<file path="src/rtl/mov_dec_pkg.sv">
package mov_dec_pkg;

  typedef enum logic [2:0] {
    FRM_NONE     = 3'd0,
    FRM_STORE_RM = 3'd1,
    FRM_LOAD_REG = 3'd2,
    FRM_SEG      = 3'd3,
    FRM_ACC      = 3'd4,
    FRM_IMM_REG  = 3'd5,
    FRM_IMM_RM   = 3'd6
  } form_e;

  typedef enum logic [1:0] {
    WID_8  = 2'd0,
    WID_16 = 2'd1,
    WID_32 = 2'd2
  } wid_e;

  typedef enum logic [1:0] {
    IMM_NONE = 2'd0,
    IMM_BYTE = 2'd1,
    IMM_FULL = 2'd2
  } imm_e;

  localparam logic [7:0] OPSZ_PFX  = 8'h66;
  localparam int         CNT_W     = 3;
  localparam int         SEG_LAST  = 5;
  localparam logic [2:0] SEG_CODE  = 3'd1;

  typedef struct packed {
    form_e            form;
    wid_e             wid;
    logic             to_reg;
    logic [2:0]       rg;
    logic [2:0]       rm;
    logic [1:0]       md;
    logic             has_modrm;
    logic             has_sib;
    logic             pfx;
    logic [CNT_W-1:0] disp;
    logic [CNT_W-1:0] imm;
    logic             invalid;
  } dec_t;

endpackage

</file>
<file path="src/rtl/mov_byte_pick.sv">
module mov_byte_pick
  import mov_dec_pkg::*;
#(
  parameter  int MAX_BYTES = 15,
  localparam int WIN_W     = MAX_BYTES * 8,
  localparam int IDX_W     = $clog2(MAX_BYTES)
) (
  input  logic [WIN_W-1:0] win,
  output logic             pfx,
  output logic [7:0]       opc,
  output logic [7:0]       modrm,
  output logic [2:0]       sib_base
);

  logic [7:0]       win_b [MAX_BYTES];
  logic [IDX_W-1:0] i_op;
  logic [IDX_W-1:0] i_mr;
  logic [IDX_W-1:0] i_sb;

  for (genvar g = 0; g < MAX_BYTES; g++) begin : g_split
    assign win_b[g] = win[8*g +: 8];
  end

  assign pfx      = (win_b[0] == OPSZ_PFX);
  assign i_op     = IDX_W'(pfx);
  assign i_mr     = i_op + IDX_W'(1);
  assign i_sb     = i_op + IDX_W'(2);
  assign opc      = win_b[i_op];
  assign modrm    = win_b[i_mr];
  assign sib_base = win_b[i_sb][2:0];

endmodule

</file>
<file path="src/rtl/mov_opc_class.sv">
module mov_opc_class
  import mov_dec_pkg::*;
(
  input  logic [7:0] opc,
  input  logic       op32,
  input  logic [2:0] mreg,
  output form_e      form,
  output wid_e       wid,
  output logic       to_reg,
  output logic       use_modrm,
  output imm_e       imm,
  output logic       reg_in_opc,
  output logic       bad
);

  wid_e wfull;
  assign wfull = op32 ? WID_32 : WID_16;

  always_comb begin
    form       = FRM_NONE;
    wid        = WID_8;
    to_reg     = 1'b0;
    use_modrm  = 1'b0;
    imm        = IMM_NONE;
    reg_in_opc = 1'b0;
    bad        = 1'b1;
    case (opc) inside
      8'h88, 8'h89, 8'h8A, 8'h8B: begin
        form      = opc[1] ? FRM_LOAD_REG : FRM_STORE_RM;
        wid       = opc[0] ? wfull : WID_8;
        to_reg    = opc[1];
        use_modrm = 1'b1;
        bad       = 1'b0;
      end
      8'h8C, 8'h8E: begin
        form      = FRM_SEG;
        wid       = WID_16;
        to_reg    = opc[1];
        use_modrm = 1'b1;
        bad       = (int'(mreg) > SEG_LAST) || (opc[1] && (mreg == SEG_CODE));
      end
      [8'hA0:8'hA3]: begin
        form   = FRM_ACC;
        wid    = opc[0] ? wfull : WID_8;
        to_reg = ~opc[1];
        bad    = 1'b0;
      end
      [8'hB0:8'hBF]: begin
        form       = FRM_IMM_REG;
        wid        = opc[3] ? wfull : WID_8;
        to_reg     = 1'b1;
        imm        = opc[3] ? IMM_FULL : IMM_BYTE;
        reg_in_opc = 1'b1;
        bad        = 1'b0;
      end
      8'hC6, 8'hC7: begin
        form      = FRM_IMM_RM;
        wid       = opc[0] ? wfull : WID_8;
        use_modrm = 1'b1;
        imm       = opc[0] ? IMM_FULL : IMM_BYTE;
        bad       = (mreg != 3'd0);
      end
      default: ;
    endcase
  end

endmodule

</file>
<file path="src/rtl/mov_ea_len.sv">
module mov_ea_len
  import mov_dec_pkg::*;
(
  input  logic             en,
  input  logic             addr32,
  input  logic [1:0]       md,
  input  logic [2:0]       rm,
  input  logic [2:0]       sib_base,
  output logic             has_sib,
  output logic [CNT_W-1:0] disp
);

  always_comb begin
    has_sib = 1'b0;
    disp    = '0;
    if (en && (md != 2'b11)) begin
      if (addr32) begin
        has_sib = (rm == 3'b100);
        case (md)
          2'b01:   disp = CNT_W'(1);
          2'b10:   disp = CNT_W'(4);
          default: begin
            if ((rm == 3'b101) || ((rm == 3'b100) && (sib_base == 3'b101)))
              disp = CNT_W'(4);
          end
        endcase
      end else begin
        case (md)
          2'b01:   disp = CNT_W'(1);
          2'b10:   disp = CNT_W'(2);
          default: begin
            if (rm == 3'b110)
              disp = CNT_W'(2);
          end
        endcase
      end
    end
  end

endmodule

</file>
<file path="src/rtl/mov_decoder.sv">
module mov_decoder
  import mov_dec_pkg::*;
#(
  parameter  int MAX_BYTES = 15,
  localparam int WIN_W     = MAX_BYTES * 8,
  localparam int LEN_W     = $clog2(MAX_BYTES + 1)
) (
  input  logic             clk,
  input  logic             rst_n,
  input  logic             in_valid,
  input  logic [WIN_W-1:0] in_bytes,
  input  logic             def_op32,
  input  logic             def_addr32,
  output logic             out_valid,
  output logic             out_invalid,
  output logic [2:0]       out_form,
  output logic [1:0]       out_width,
  output logic             out_to_reg,
  output logic [2:0]       out_reg,
  output logic [2:0]       out_rm,
  output logic [1:0]       out_mod,
  output logic             out_has_modrm,
  output logic             out_has_sib,
  output logic             out_pfx,
  output logic [2:0]       out_disp_len,
  output logic [2:0]       out_imm_len,
  output logic [LEN_W-1:0] out_len
);

  // reset: asserted asynchronously, released on a clock edge
  logic [1:0] rst_pipe;
  logic       rst_core_n;

  always_ff @(posedge clk or negedge rst_n) begin
    if (!rst_n) rst_pipe <= 2'b00;
    else        rst_pipe <= {rst_pipe[0], 1'b1};
  end
  assign rst_core_n = rst_pipe[1];

  // byte selection
  logic       pfx;
  logic [7:0] opc;
  logic [7:0] modrm;
  logic [2:0] sib_base;
  logic       eff_op32;

  mov_byte_pick #(.MAX_BYTES(MAX_BYTES)) u_pick (
    .win      (in_bytes),
    .pfx      (pfx),
    .opc      (opc),
    .modrm    (modrm),
    .sib_base (sib_base)
  );

  assign eff_op32 = def_op32 ^ pfx;

  // opcode classification
  form_e form;
  wid_e  wid;
  logic  to_reg;
  logic  use_modrm;
  imm_e  imm_k;
  logic  reg_in_opc;
  logic  bad;

  mov_opc_class u_cls (
    .opc        (opc),
    .op32       (eff_op32),
    .mreg       (modrm[5:3]),
    .form       (form),
    .wid        (wid),
    .to_reg     (to_reg),
    .use_modrm  (use_modrm),
    .imm        (imm_k),
    .reg_in_opc (reg_in_opc),
    .bad        (bad)
  );

  // addressing-byte length
  logic             ea_sib;
  logic [CNT_W-1:0] ea_disp;

  mov_ea_len u_ea (
    .en       (use_modrm),
    .addr32   (def_addr32),
    .md       (modrm[7:6]),
    .rm       (modrm[2:0]),
    .sib_base (sib_base),
    .has_sib  (ea_sib),
    .disp     (ea_disp)
  );

  // next-state assembly
  dec_t             nxt;
  logic [LEN_W-1:0] nxt_len;
  dec_t             cur;
  logic [LEN_W-1:0] cur_len;
  logic             cur_vld;

  always_comb begin
    nxt     = '0;
    nxt_len = '0;
    if (bad) begin
      nxt.invalid = 1'b1;
    end else begin
      nxt.form      = form;
      nxt.wid       = wid;
      nxt.to_reg    = to_reg;
      nxt.rg        = reg_in_opc ? opc[2:0] : (use_modrm ? modrm[5:3] : 3'd0);
      nxt.rm        = use_modrm ? modrm[2:0] : 3'd0;
      nxt.md        = use_modrm ? modrm[7:6] : 2'd0;
      nxt.has_modrm = use_modrm;
      nxt.has_sib   = ea_sib;
      nxt.pfx       = pfx;
      if (form == FRM_ACC) nxt.disp = def_addr32 ? CNT_W'(4) : CNT_W'(2);
      else                 nxt.disp = ea_disp;
      case (imm_k)
        IMM_BYTE: nxt.imm = CNT_W'(1);
        IMM_FULL: nxt.imm = eff_op32 ? CNT_W'(4) : CNT_W'(2);
        default:  nxt.imm = '0;
      endcase
      nxt_len = LEN_W'(pfx) + LEN_W'(1) + LEN_W'(use_modrm) + LEN_W'(ea_sib)
              + LEN_W'(nxt.disp) + LEN_W'(nxt.imm);
    end
  end

  // result registers, loaded only on accepted windows
  always_ff @(posedge clk or negedge rst_core_n) begin
    if (!rst_core_n) begin
      cur_vld <= 1'b0;
      cur     <= '0;
      cur_len <= '0;
    end else begin
      cur_vld <= in_valid;
      if (in_valid) begin
        cur     <= nxt;
        cur_len <= nxt_len;
      end
    end
  end

  assign out_valid     = cur_vld;
  assign out_invalid   = cur.invalid;
  assign out_form      = cur.form;
  assign out_width     = cur.wid;
  assign out_to_reg    = cur.to_reg;
  assign out_reg       = cur.rg;
  assign out_rm        = cur.rm;
  assign out_mod       = cur.md;
  assign out_has_modrm = cur.has_modrm;
  assign out_has_sib   = cur.has_sib;
  assign out_pfx       = cur.pfx;
  assign out_disp_len  = cur.disp;
  assign out_imm_len   = cur.imm;
  assign out_len       = cur_len;

endmodule

</file>
<file path="config.mk">
export PLATFORM = sky130hd
export DESIGN_NAME = mov_decoder
export DESIGN_NICKNAME = d
export VERILOG_FILES = /design/src/rtl/mov_dec_pkg.sv /design/src/rtl/mov_byte_pick.sv /design/src/rtl/mov_opc_class.sv /design/src/rtl/mov_ea_len.sv /design/src/rtl/mov_decoder.sv
export SDC_FILE = /design/constraint.sdc
export NUM_CORES = 1
export LEC_CHECK = 0
export CAP_MARGIN = 30
export CORE_ASPECT_RATIO = 1.1
export CORE_MARGIN = 5
export CORE_UTILIZATION = 35
export CTS_CLUSTER_DIAMETER = 200
export CTS_CLUSTER_SIZE = 8
export DETAILED_ROUTE_END_ITERATION = 7
export GPL_ROUTABILITY_DRIVEN = 0
export PLACE_DENSITY_LB_ADDON = 0.12
export SLEW_MARGIN = 10
export SYNTH_ARGS = -nofsm -noshare
export SYNTH_HDL_FRONTEND = slang
export SYNTH_SLANG_ARGS = --single-unit
export TNS_END_PERCENT = 30
</file>
<file path="constraint.sdc">
create_clock -name clk -period 1.15 [get_ports clk]
set_input_delay 0.23 -clock clk [delete_from_list [all_inputs] [get_ports clk]]
set_output_delay 0.23 -clock clk [all_outputs]
set_load 0.01 [all_outputs]
</file>
Word level (Yosys, flattened, before mapping)
Cells that the tools add are included.
- register bits after elaboration: 31
- bits of input ports: 125
- add/sub/neg operators: 6
- order comparisons: 8
- equal/unequal tests: 20
- mux-type cells: 68
- bitwise gates (word level): 5
- reductions and logical operators: 11
- operator list (kind ; number):
    binary-select mux 8 bit (select 4 bit) ; 3
    == test 8 bit (second input constant) ; 8
    two-way mux 3 bit ; 18
    two-way mux 2 bit ; 18
    two-way mux 8 bit ; 4
    two-way mux 23 bit ; 1
    two-way mux 1 bit ; 20
    case mux 3 bit (2 select lines) ; 3
    greater-or-equal comparator 8 bit (second input constant) ; 2
    less-or-equal comparator 8 bit (second input constant) ; 2
    == test 3 bit (second input constant) ; 5
    greater-or-equal comparator 5 bit (second input constant) ; 3
    NOT 4 -> 5 bit ; 2
    adder 4 x 1 -> 4 bit ; 2
    adder 4 x 3 -> 4 bit ; 2
    == test 8 x 7 -> 1 bit (second input constant) ; 1
    logical AND 1 bit ; 5
    NOT 1 -> 5 bit ; 1
    == test 2 x 1 -> 1 bit (second input constant) ; 2
    == test 2 bit (second input constant) ; 2
    two-way mux 4 bit ; 1
    OR reduction 2 bit ; 2
    OR reduction 4 bit ; 1
    adder 1 x 2 -> 3 bit (second input constant) ; 1
    other kinds (8) ; 9

Logic depth before layout (Yosys ltp)
- depth in word-level cells: 19
- mapped depth: 18

Hierarchy
Synthesis repeated with hierarchy kept, for this count alone.
- cell total of the unflattened synthesis: 215
- area total of the unflattened synthesis: 2109.5 µm²
- by module, submodules not included (module ; instances ; cells each ; area an instance (µm²)):
    mov_decoder ; 1 ; 137 ; 1478.9
    mov_byte_pick ; 1 ; 24 ; 254.0
    mov_opc_class ; 1 ; 38 ; 247.7
    mov_ea_len ; 1 ; 16 ; 128.9

Worst setup path before layout
Ideal clock, no wire load.
- path type: input-to-reg
- start: input port in_bytes[4]
- end: register cur_len[3], in the netlist out_len[3]
- arrival: 3554 ps
- required time: 1029 ps
- path slack: -2525 ps
- stages: 18
- buffers on the path: 2
- cell sequence: clkbuf_1 and4bb_2 nand2_4 inv_1 buf_2 mux2i_1 inv_1 ha_1 nor2_1 a31oi_1 a31oi_1 nor2_1 fa_1 ha_1 a21o_1 a21oi_1 xnor2_1 a22o_1
- longest elaborated chain between the ends: 19
- RTL lines (item ; RTL line ; source):
    from (decl) ; mov_decoder.sv:11 ; input logic [WIN_W-1:0] in_bytes,
    parallel branches: the longest is 18 deep, another holds greater-or-equal comparator 8 bit ; - ;
    two-way mux 4 bit * ; mov_decoder.sv:103 ; if (bad) begin
    to (signal assigned) ; mov_decoder.sv:137 ; cur_len <= nxt_len;
    to (decl) ; mov_decoder.sv:97 ; logic [LEN_W-1:0] cur_len;
Mark *: on every way between the ends. The select of a mux whose other input is x is not followed.
A chain may end at the register's enable or synchronous reset.

Worst setup path in the final report
- start: input port in_bytes[0]
- end: register cur_len[3], in the netlist out_len[3]
Same word-level chain as after synthesis.

==> results.txt <==
* Horizontal die dimension: 85.2 µm
- Fraction of synthesis flops using an asynchronous set or reset pin: 1.00
* Detailed-route via count: 2,457
- Static leakage power: 1.82 nW
- Summed over all layers, the global routing overflow is 0.
* Number of library cell types mapped by synthesis: 57
- After clock tree synthesis, the flow added hold-fix buffers numbering 0.
- Counting the buffers created by CTS gives 5.
- Endpoint of the most critical setup path: out_len[3]
- Type of element launching the critical path: input pin
- Die Footprint: 0.00789 mm²
- Effective utilization at floorplan: 0.355
- Largest net degree at the start of global routing: 30
* CP max FO: 5
* Root buffer cell: clkbuf_8
* # DRC: 0
* Detail-routed via count per cell: 5.27
- Number of antenna repair diodes: 0
- In this run the remaining antenna-violating nets after routing total 0.
* Number of endpoints failing setup at the final stage: 28
- Of the cells placed in the final design, the portion with a size suffix greater than 1 is 0.503.
- Count of buffers from port buffering: 60
- Clock input transition at the sequential cells of the worst setup and hold paths: 0.06 ns
- Of the synthesized area, sequential elements account for 0.357.
- For this block, the initial DRC count from the detailed router was 134.
* Flip-flop cell with the highest count after synthesis: dfrtp_1
- Post-Place Cell Area: 0.00341 mm²
- The first global-routing pass estimated 12.0 mm of wire.
* Global routing usage summed across all routing layers: 0.191
- Number of I/O pins: 154
- The final count of pins violating max slew was 0.
- In the final routed layout, each cell accounts on average for 16.5 µm.
- After synthesis the netlist holds a flip-flop and latch count of 31.
- For the worst flop-to-flop path, the logic depth is 4.
- Dividing the synthesized area by the synthesized cell count gives 9.62 µm².
- Post-route worst setup slack: -1.88 ns
- Clock period minus final worst setup slack: 3.03 ns
- The flow ran to the end, but the final reports show violations.
- Counting flops with a built-in enable in the synthesized netlist gives 0.
- The final reports fail on setup timing.
* Clock latency on the worst-skew pair: 0.27 ns
- The number of global-route vias before repair was 2,458.
- The H-tree generated during clock tree synthesis spans 2 levels.
* Setup crit start: in_bytes[0]
- Synthesis handed over a netlist of 226 instances.
- Reg-to-reg critical path endpoint: out_width[0]
* Half-perimeter wire length after detailed placement: 5.55 mm
- Total number of yosys warnings: 0
- First drt pass iteration count: 4
- Synth Cell Area: 0.00217 mm²
- The tightest min-delay check is of the input pin to async pin type.
- Top achievable clock speed: 330 MHz
- Final standard cell utilization of the core: 0.663
- The die is 92.7 µm tall.
- VDD sags by at most 0.461 mV.
- Launch point of the worst reg-to-reg path: out_width[0]
- Wires add up to 7.68 mm.
* Clock tree from TritonCTS: built
- Final std cell area, no fill: 0.00406 mm²
- Critical Path AT: 3.19 ns
- Initial antenna violation count: 0
* MaxCap Viol Count: 0
* Pwr Density: 667 mW/mm²
- Worst setup slack for register-to-register paths: 0.20 ns
- The layout has 482 filler cells.
- Number of sinks driven by the clock tree: 31
- Worst clock skew on the final layout: 0.00693 ns
- The number of endpoints with negative hold slack in the final report came to 0.
- Setup repair after global routing could not meet its margin everywhere.
- At the worst endpoint, the required time is 1.31 ns.
* Placement Rows: 30
- The worst setup path is captured at a register.
- The floorplan step defined a core boundary enclosing 0.00612 mm².
- No sink is reached through more buffers than the 2 on the longest clock path.
- From synthesis to final layout, the design area changed by 86.5%.
- At the placement stage, the worst setup path has a slack of -2.71 ns.
- At the end of the flow, the number of nets in the layout was 521.
- Synthesis produced a netlist with a net count of 361.
- Max reg flops: 4
- Part of the cycle the worst path needs: 2.63
- Worst Setup Path Type: input pin to register
synthesized netlist by cell type (all sizes together), types with 4 or more instances:
cell,count,area (µm²)
a32o,5,50.1
a21oi,9,45.0
nand2,19,78.8
o32ai,4,35.0
nor4b,5,43.8
ha,6,75.1
a31oi,7,43.8
inv,17,66.3
nor2b,4,25.0
dfrtp,31,776
buf,6,53.8
mux2i,4,40.0
a22o,14,123
nor2,13,48.8
o21ai,11,62.6
xnor2,4,35.0
nor4,4,25.0
fa,4,80.1
nand4b,4,35.0
clkbuf,6,22.5
logic make-up after synthesis:
logic type,share of synthesized area
AOI/OAI and AO/OA,0.270
and+or+nand+nor,0.195
DFF,0.357
buffers and inverters,0.0656
adders and majority gates,0.0713
muxes,0.0236
xor gates and xnor gates,0.0161
other,0.00172
worst min-delay path by stage:
stage                startpoint  slack (ns)        endpoint
detailed placement  rst_pipe[1]        0.26    out_width[1]
global route              rst_n        0.11     rst_pipe[0]
floorplan                 rst_n       -0.07     rst_pipe[0]
global placement    rst_pipe[1]        0.26  out_imm_len[1]
finish                    rst_n        0.12     rst_pipe[0]
CTS                       rst_n        0.11     rst_pipe[0]
per-stage QoR:
| stage | setup TNS, ns | hold slack (ns) | power [mW] | std cells |
|---|---|---|---|---|
| final | -30.23 | 0.118 | 2.71 | 466 |
| after global routing | -32.31 | 0.114 | 2.82 | 466 |
| after global placement | -49.45 | 0.256 | 1.73 | 429 |
| after floorplan | -29.97 | -0.0656 | 1.36 | 226 |
| after CTS | -29.72 | 0.112 | 2.68 | 459 |
| after detailed placement | -51.20 | 0.261 | 1.73 | 429 |
final cells by class:
class	count	area [µm²]	area share
inverters	17	68.8	0.0170
clock inverters	1	5.00	0.00123
well taps	80	100	0.0247
multi-input cells	166	1600	0.395
repair buffers	165	1420	0.351
flip-flops and latches	31	776	0.191
clock buffers	6	82.6	0.0204
critical path, stage by stage:
cell,delay (ns)
buf_8,0.10
and4bb_2,0.34
nand2_4,0.07
inv_4,0.08
mux2i_4,0.25
inv_2,0.08
ha_4,0.28
nor2_1,0.04
a31oi_1,0.16
a31oi_1,0.13
nor2_1,0.16
fa_1,0.45
ha_1,0.29
a21o_1,0.17
a21oi_2,0.13
xnor2_1,0.08
a22o_1,0.17
layout by cell type, fill, tap and decap left out, types with 9 or more instances in the layout:
cell type,count
clkdlybuf4s15_1,14
inv_1,9
buf_6,11
dfrtp_1,31
nor2_1,12
buf_4,91
clkdlybuf4s50_1,17
a22o_1,14
nand2_1,17
clkbuf_2,14
timing repair:
item | CTS | global route
setup endpoints to repair | 57 | 44
cloned | 2 | 1
gates resized for setup | 170 | 37
pin swaps | 42 | 27
setup buffers | 24 | 7
report_power, final:
group          total [mW]  switching [mW]  internal (mW)
logic               0.753           0.347          0.406
clock network       0.842           0.373          0.468
registers            1.11         0.00664           1.11
layer usage:
metal	track usage	vias up	routed length [µm]
met2	0.328	87	3750
met5	0	-	0
met4	0.0897	0	341
met1	0.234	1170	3140
met3	0.0276	20	438
li1	-	1180	-
Note: power is estimated with default switching activity, not from simulation.
